**src/rtl/dma_pkg.sv**
```systemverilog
package dma_pkg;

    localparam int WORD_BYTES = 4;

    // register indices on the 3-bit register port
    typedef enum logic [2:0] {
        RA_CTRL    = 3'd0,
        RA_STAT    = 3'd1,
        RA_SRC     = 3'd2,
        RA_DST     = 3'd3,
        RA_CNT     = 3'd4,
        RA_SLICE   = 3'd5,
        RA_CUR_SRC = 3'd6,
        RA_CUR_CNT = 3'd7
    } reg_addr_e;

    localparam int CTRL_EN_BIT   = 0;
    localparam int CTRL_HW_BIT   = 1;
    localparam int STAT_ACT_BIT  = 0;
    localparam int STAT_DONE_BIT = 1;
    localparam int STAT_MASK_BIT = 8;

    typedef enum logic {
        SEQ_IDLE  = 1'b0,
        SEQ_BURST = 1'b1
    } seq_state_e;

    // events from the sequencer to the flag logic
    typedef struct packed {
        logic slice_start;
        logic last_word;
    } seq_evt_t;

endpackage

```
**src/rtl/dma_seq.sv**
```systemverilog
module dma_seq
    import dma_pkg::*;
#(
    parameter int ADDR_W  = 32,
    parameter int CNT_W   = 16,
    parameter int SLICE_W = 8
) (
    input  logic              clk,
    input  logic              rst,
    input  logic              run_en,
    input  logic              ch_en,
    input  logic              hw_trig,
    input  logic              reload,
    input  logic [ADDR_W-1:0] cfg_src,
    input  logic [CNT_W-1:0]  cfg_cnt,
    input  logic [SLICE_W-1:0] cfg_slice,
    input  logic              per_req,
    input  logic              xfer_ready,
    output logic              xfer_valid,
    output logic [ADDR_W-1:0] xfer_src,
    output logic              xfer_last,
    output logic [ADDR_W-1:0] cur_src,
    output logic [CNT_W:0]    cur_rem,
    output seq_evt_t          evt
);

    localparam int REM_W  = CNT_W + 1;
    localparam int BEAT_W = SLICE_W + 1;

    seq_state_e          st;
    logic [ADDR_W-1:0]   src_q;
    logic [REM_W-1:0]    rem_q;
    logic [BEAT_W-1:0]   beats_q;
    logic                pend_q;

    logic [BEAT_W-1:0]   slice_words;
    logic [BEAT_W-1:0]   first_len;
    logic                trig;
    logic                start;
    logic                beat;

    assign slice_words = BEAT_W'(cfg_slice) + BEAT_W'(1);
    assign first_len   = (rem_q < REM_W'(slice_words)) ? BEAT_W'(rem_q) : slice_words;
    assign trig        = hw_trig ? (per_req | pend_q) : 1'b1;
    assign start       = run_en && !reload && ch_en && (st == SEQ_IDLE)
                         && (rem_q != '0) && trig;

    assign xfer_valid  = (st == SEQ_BURST) && ch_en && run_en;
    assign beat        = xfer_valid && xfer_ready;
    assign xfer_src    = src_q;
    assign xfer_last   = (beats_q == BEAT_W'(1));
    assign cur_src     = src_q;
    assign cur_rem     = rem_q;

    assign evt.slice_start = start;
    assign evt.last_word   = beat && !reload && (rem_q == REM_W'(1));

    always_ff @(posedge clk) begin
        if (rst) begin
            st      <= SEQ_IDLE;
            src_q   <= '0;
            rem_q   <= '0;
            beats_q <= '0;
            pend_q  <= 1'b0;
        end else if (run_en) begin
            if (reload) begin
                src_q   <= cfg_src;
                rem_q   <= {1'b0, cfg_cnt} + REM_W'(1);
                st      <= SEQ_IDLE;
                beats_q <= '0;
                pend_q  <= 1'b0;
            end else if (!ch_en) begin
                st     <= SEQ_IDLE;
                pend_q <= 1'b0;
            end else begin
                unique case (st)
                    SEQ_IDLE: begin
                        if (start) begin
                            st      <= SEQ_BURST;
                            beats_q <= first_len;
                            pend_q  <= 1'b0;
                        end
                    end
                    SEQ_BURST: begin
                        if (per_req) pend_q <= 1'b1;
                        if (xfer_ready) begin
                            src_q   <= src_q + ADDR_W'(WORD_BYTES);
                            rem_q   <= rem_q - REM_W'(1);
                            beats_q <= beats_q - BEAT_W'(1);
                            if (beats_q == BEAT_W'(1)) st <= SEQ_IDLE;
                        end
                    end
                    default: st <= SEQ_IDLE;
                endcase
            end
        end
    end


    no_overrun_chk: assert property (@(posedge clk) disable iff (rst)
        (st == SEQ_BURST) |-> (beats_q != '0 && REM_W'(beats_q) <= rem_q));


    word_step_chk: assert property (@(posedge clk) disable iff (rst)
        (beat && !reload) |=> (rem_q == $past(rem_q) - REM_W'(1)
                               && src_q == $past(src_q) + ADDR_W'(WORD_BYTES)));


    req_gate_chk: assert property (@(posedge clk) disable iff (rst)
        (run_en && ch_en && hw_trig && st == SEQ_IDLE && !per_req && !pend_q && !reload)
        |=> (st == SEQ_IDLE));


    freeze_chk: assert property (@(posedge clk) disable iff (rst)
        !run_en |=> ($stable(src_q) && $stable(rem_q) && $stable(beats_q)));


    stall_hold_chk: assert property (@(posedge clk) disable iff (rst)
        (xfer_valid && !xfer_ready && !reload) |=> $stable(xfer_src));

endmodule

```
**src/rtl/dma_regs.sv**
```systemverilog
module dma_regs
    import dma_pkg::*;
#(
    parameter int ADDR_W  = 32,
    parameter int CNT_W   = 16,
    parameter int SLICE_W = 8
) (
    input  logic               clk,
    input  logic               rst,
    input  logic               run_en,
    input  logic               reg_we,
    input  logic [2:0]         reg_addr,
    input  logic [31:0]        reg_wdata,
    output logic [31:0]        reg_rdata,
    input  logic [ADDR_W-1:0]  cur_src,
    input  logic [CNT_W:0]     cur_rem,
    input  seq_evt_t           evt,
    output logic [ADDR_W-1:0]  cfg_src,
    output logic [ADDR_W-1:0]  cfg_dst,
    output logic [CNT_W-1:0]   cfg_cnt,
    output logic [SLICE_W-1:0] cfg_slice,
    output logic               ch_en,
    output logic               hw_trig,
    output logic               reload,
    output logic               irq
);

    logic act_q, done_q, mask_q;
    logic act_n, done_n;
    logic stat_wr;
    reg_addr_e ra;

    assign ra      = reg_addr_e'(reg_addr);
    assign stat_wr = run_en && reg_we && (ra == RA_STAT);
    assign reload  = run_en && reg_we && (ra == RA_CTRL) && reg_wdata[CTRL_EN_BIT];
    assign irq     = done_q && !mask_q;

    always_comb begin
        act_n  = act_q;
        done_n = done_q;
        if (stat_wr) begin
            act_n  = act_q  & reg_wdata[STAT_ACT_BIT];
            done_n = done_q & reg_wdata[STAT_DONE_BIT];
        end
        if (reload)          act_n = 1'b0;
        if (evt.slice_start) act_n = 1'b1;
        if (evt.last_word) begin
            act_n  = 1'b0;
            done_n = 1'b1;
        end
    end

    always_ff @(posedge clk) begin
        if (rst) begin
            cfg_src   <= '0;
            cfg_dst   <= '0;
            cfg_cnt   <= '0;
            cfg_slice <= '0;
            ch_en     <= 1'b0;
            hw_trig   <= 1'b0;
            act_q     <= 1'b0;
            done_q    <= 1'b0;
            mask_q    <= 1'b0;
        end else if (run_en) begin
            act_q  <= act_n;
            done_q <= done_n;
            if (reg_we) begin
                unique case (ra)
                    RA_CTRL: begin
                        ch_en   <= reg_wdata[CTRL_EN_BIT];
                        hw_trig <= reg_wdata[CTRL_HW_BIT];
                    end
                    RA_STAT:  mask_q    <= reg_wdata[STAT_MASK_BIT];
                    RA_SRC:   cfg_src   <= reg_wdata[ADDR_W-1:0];
                    RA_DST:   cfg_dst   <= reg_wdata[ADDR_W-1:0];
                    RA_CNT:   cfg_cnt   <= reg_wdata[CNT_W-1:0];
                    RA_SLICE: cfg_slice <= reg_wdata[SLICE_W-1:0];
                    default: ;
                endcase
            end
        end
    end

    always_comb begin
        reg_rdata = '0;
        unique case (ra)
            RA_CTRL: begin
                reg_rdata[CTRL_EN_BIT] = ch_en;
                reg_rdata[CTRL_HW_BIT] = hw_trig;
            end
            RA_STAT: begin
                reg_rdata[STAT_ACT_BIT]  = act_q;
                reg_rdata[STAT_DONE_BIT] = done_q;
                reg_rdata[STAT_MASK_BIT] = mask_q;
            end
            RA_SRC:     reg_rdata[ADDR_W-1:0]  = cfg_src;
            RA_DST:     reg_rdata[ADDR_W-1:0]  = cfg_dst;
            RA_CNT:     reg_rdata[CNT_W-1:0]   = cfg_cnt;
            RA_SLICE:   reg_rdata[SLICE_W-1:0] = cfg_slice;
            RA_CUR_SRC: reg_rdata[ADDR_W-1:0]  = cur_src;
            RA_CUR_CNT: reg_rdata[CNT_W:0]     = cur_rem;
            default: ;
        endcase
    end


    irq_raise_chk: assert property (@(posedge clk) disable iff (rst)
        (run_en && evt.last_word && !mask_q && !(reg_we && ra == RA_STAT)) |=> irq);


    stat_clear_chk: assert property (@(posedge clk) disable iff (rst)
        (stat_wr && reg_wdata[STAT_DONE_BIT:STAT_ACT_BIT] == 2'b00
         && !evt.last_word && !evt.slice_start) |=> (!irq && !act_q));


    done_sets_chk: assert property (@(posedge clk) disable iff (rst)
        (run_en && evt.last_word) |=> (done_q && !act_q));

endmodule

```
**src/rtl/dma_slice_channel.sv**
```systemverilog
module dma_slice_channel
    import dma_pkg::*;
#(
    parameter int ADDR_W  = 32,
    parameter int CNT_W   = 16,
    parameter int SLICE_W = 8
) (
    input  logic              clk,
    input  logic              rst,
    input  logic              run_en,
    input  logic              reg_we,
    input  logic [2:0]        reg_addr,
    input  logic [31:0]       reg_wdata,
    output logic [31:0]       reg_rdata,
    input  logic              per_req,
    output logic              xfer_valid,
    input  logic              xfer_ready,
    output logic [ADDR_W-1:0] xfer_src,
    output logic [ADDR_W-1:0] xfer_dst,
    output logic              xfer_last,
    output logic              irq
);

    logic [ADDR_W-1:0]  cfg_src, cfg_dst, cur_src;
    logic [CNT_W-1:0]   cfg_cnt;
    logic [SLICE_W-1:0] cfg_slice;
    logic [CNT_W:0]     cur_rem;
    logic               ch_en, hw_trig, reload;
    seq_evt_t           evt;

    assign xfer_dst = cfg_dst;

    dma_regs #(.ADDR_W(ADDR_W), .CNT_W(CNT_W), .SLICE_W(SLICE_W)) u_regs (
        .clk       (clk),
        .rst       (rst),
        .run_en    (run_en),
        .reg_we    (reg_we),
        .reg_addr  (reg_addr),
        .reg_wdata (reg_wdata),
        .reg_rdata (reg_rdata),
        .cur_src   (cur_src),
        .cur_rem   (cur_rem),
        .evt       (evt),
        .cfg_src   (cfg_src),
        .cfg_dst   (cfg_dst),
        .cfg_cnt   (cfg_cnt),
        .cfg_slice (cfg_slice),
        .ch_en     (ch_en),
        .hw_trig   (hw_trig),
        .reload    (reload),
        .irq       (irq)
    );

    dma_seq #(.ADDR_W(ADDR_W), .CNT_W(CNT_W), .SLICE_W(SLICE_W)) u_seq (
        .clk        (clk),
        .rst        (rst),
        .run_en     (run_en),
        .ch_en      (ch_en),
        .hw_trig    (hw_trig),
        .reload     (reload),
        .cfg_src    (cfg_src),
        .cfg_cnt    (cfg_cnt),
        .cfg_slice  (cfg_slice),
        .per_req    (per_req),
        .xfer_ready (xfer_ready),
        .xfer_valid (xfer_valid),
        .xfer_src   (xfer_src),
        .xfer_last  (xfer_last),
        .cur_src    (cur_src),
        .cur_rem    (cur_rem),
        .evt        (evt)
    );


    stop_drops_valid_chk: assert property (@(posedge clk) disable iff (rst)
        (run_en && reg_we && reg_addr == 3'd0 && !reg_wdata[0]) |=> !xfer_valid);

endmodule

```
**config.mk**
```make
export PLATFORM = sky130hd
export DESIGN_NAME = dma_slice_channel
export DESIGN_NICKNAME = d
export VERILOG_FILES = /design/src/rtl/dma_pkg.sv /design/src/rtl/dma_seq.sv /design/src/rtl/dma_regs.sv /design/src/rtl/dma_slice_channel.sv
export SDC_FILE = /design/constraint.sdc
export NUM_CORES = 1
export LEC_CHECK = 0
export BUFFER_PORTS_ARGS = -buffer_cell sky130_fd_sc_hd__buf_2
export CAP_MARGIN = 20
export CORE_MARGIN = 2
export CORE_UTILIZATION = 35
export DETAILED_ROUTE_END_ITERATION = 10
export SLEW_MARGIN = 20
export SYNTH_ARGS = -nofsm -noshare
export SYNTH_HDL_FRONTEND = slang
export SYNTH_HIERARCHICAL = 1
export SYNTH_SLANG_ARGS = --single-unit
```
**constraint.sdc**
```tcl
create_clock -name clk -period 3.1 [get_ports clk]
set_clock_uncertainty 0.2 [all_clocks]
set_input_delay 0.62 -clock clk [delete_from_list [all_inputs] [get_ports clk]]
set_output_delay 0.62 -clock clk [all_outputs]
set_load 0.005 [all_outputs]
```
==> summary.txt <==
Starting Density - 35.7%
CTS clk-pin slew, worst paths - 70 ps
postcts setup bufs - 0
vias in the first global route - 9181
Distinct cells, synth - 75
row cnt - 60
Yosys reg bits - 153
relative slew slack - 46.8%
die area - 0.0288 sq mm
VDD IR max - 315 uV
CTS Buf Count - 17
initial antenna violation count - 0
Post-Route WL - 36.0 mm
post-cts resize count - 0
largest net degree at the start of global routing - 86
fillers - 2762
critical path required time - 2280 ps
r2r worst-path depth - 9
metal2 WL - 15.7 mm
max_cap viols - 0
crit-path max FO - 23
worst hold slack - 246 ps
vias per cell - 6.12
min-delay worst type - in2reg
Final GP Congestion - 0.955
total global routing overflow - 0
Final setup viols - 0
sum of negative setup slack - 0 ps
Initial DRT Pass Iterations - 6
CTS Hold Bufs - 0
startpoint class of the critical path - input pin
status - complete, no violations
share of layout cells above drive strength 1 - 21.0%
number of port buffers - 139
core box area - 0.0270 sq mm
hold-critical path depth - 3
critical path type - in2out
IO Pins - 140
H-tree levels - 4
Tot Pwr - 4.61 mW
CP endpoint kind - output pin
DP HPWL - 25.9 mm
# diodes - 0
commonest non-fill, non-tap cells in the layout - 153 x dfxtp_1, 152 x a21oi_1, 149 x o21ai_0
Async SR Flop Fraction - 0%
Cell Area, Synth - 0.00962 sq mm
P per Cell Area - 412 mW/mm^2
min cycle time layout - 2970 ps
drt drc - 0
first-pass GRT wire length - 55.1 mm
Leak - 4.12 nW
antenna-violating nets left - 0
Slew @ Worst Pin - 797 ps
Die Span Y - 170 um
Clock Path Buffers - 2
drt wl/cell - 21.6 um
Vias - 10223
fmax - 337 MHz
Syn Nets - 1294
Post-Syn Instances - 1238
CP arrival - 2150 ps
register area share after synthesis - 31.8%
met3 routed WL - 2.84 mm
max layer used - met4
M1 wire length - 16.6 mm
Syn. warnings - 6
Clock Tree Root - clkbuf_16
nets - 1373
Mean Syn Cell Area - 7.77 sq um
CTS tree - yes
unrepaired setup endpoints after global routing - false
final hold viol count - 0
Slew Limit Fails - 0
Die Wd - 170 um
Sink Count - 153
Iteration-0 DRC Markers - 1487
worst skew pair latency - 430 ps
commonest non-fill, non-tap cell in the layout - dfxtp_1
All-Layer GR Usage - 24.5%
ys flop type - dfxtp_1
area added between synthesis and finish - 16.3%
Worst R2R Setup Slack - 230 ps
number of synthesized flops with an enable pin - 0
crit share post-route - 95.7%
[layout make-up]
cell class	count	area [sq um]	share of cell area, %
Multi-Input combinational cell	925	5750	51.4
Inverter	16	60.1	0.537
Sequential cell	153	3060	27.4
Tap cell	341	427	3.81
Clock buffer	17	425	3.80
Clock inverter	14	181	1.62
Timing Repair Buffer	204	1290	11.5
[cell families (layout without fill, tap and decap cells)]
family                   count (synthesis)  count (layout)  synth area share (%)
AO/OA/AOI/OAI                          442             442                  27.2
XOR/XNOR                                21              21                  1.91
adder cells (fa/ha/maj)                 15              15                  1.95
buffers and inverters                  160             251                  8.70
flip-flops                             153             153                  31.8
multiplexers                            46              46                  6.26
AND/OR/NAND/NOR                        401             401                  22.2
[worst paths after layout]
check                            from            endpoint
hold reg to reg         u_regs/done_q       u_regs/done_q
setup reg to reg  u_regs/cfg_slice[2]    u_seq/beats_q[7]
setup / recovery          reg_addr[0]       reg_rdata[11]
hold / removal          reg_wdata[25]  u_regs/cfg_dst[25]
[cells in the mapped netlist, drive strengths merged (11+ instances only)]
| cell | n | area share, % |
|---|---|---|
| o31ai | 11 | 0.86 |
| a22oi | 16 | 1.2 |
| nor2 | 40 | 1.6 |
| o22ai | 13 | 0.85 |
| xor2 | 11 | 1.0 |
| or3 | 14 | 0.91 |
| a21oi | 152 | 7.9 |
| clkbuf | 69 | 2.7 |
| inv | 16 | 0.62 |
| o21ai | 149 | 7.8 |
| a211oi | 14 | 1.1 |
| ha | 15 | 2.0 |
| mux2 | 14 | 1.7 |
| mux2i | 23 | 2.4 |
| or2 | 18 | 1.2 |
| and3 | 11 | 0.72 |
| dfxtp | 153 | 32 |
| a31oi | 12 | 0.78 |
| a22o | 11 | 1.0 |
| a21o | 11 | 0.86 |
| nor3 | 19 | 1.1 |
| buf | 75 | 5.4 |
| nand3 | 122 | 6.3 |
| nand4 | 17 | 1.1 |
| nor4 | 15 | 1.0 |
| nand2 | 82 | 3.2 |
[report_power, final]
| part | switching (mW) | internal, mW | leakage [nW] |
|---|---|---|---|
| logic | 0.265 | 0.137 | 2.59 |
| registers | 0.0282 | 1.98 | 1.23 |
| clock network | 0.968 | 1.22 | 0.295 |
[flip-flops by register name, summed over array words and instances (netlist names)]
register / flops
u_regs/cfg_slice: 8
u_seq/cur_rem: 17
u_seq/st: 1
u_seq/cur_src: 32
u_seq/pend_q: 1
u_regs/cfg_dst: 32
u_regs/mask_q: 1
u_regs/ch_en: 1
u_regs/done_q: 1
u_regs/cfg_src: 32
u_regs/hw_trig: 1
u_regs/cfg_cnt: 16
u_regs/act_q: 1
u_seq/beats_q: 9
[layer usage]
| metal | GRT usage [%] | up-vias |
|---|---|---|
| li1 | - | 4736 |
| met1 | 35.7 | 4940 |
| met2 | 36.2 | 493 |
| met4 | 8.21 | 0 |
| met3 | 4.52 | 54 |
| met5 | 0 | - |
[critical path: stages]
cell and delay (ps):
buf_2 370, buf_12 250, mux2_2 360, a22oi_1 200, o22ai_1 150, buf_2 180
[per-stage QoR]
stage	utilization [%]	worst slack, ps	std cells	cell area (sq um)
6_report	41.5	134	1670	11200
5_1_grt	41.5	11.7	1670	11200
4_1_cts	41.5	177	1670	11200
3_5_place_dp	39.3	180	1639	10600
3_3_place_gp	39.3	212	1639	10600
2_1_floorplan	-	53.5	1238	9620
No activity file was read; power rests on OpenSTA's default activity.
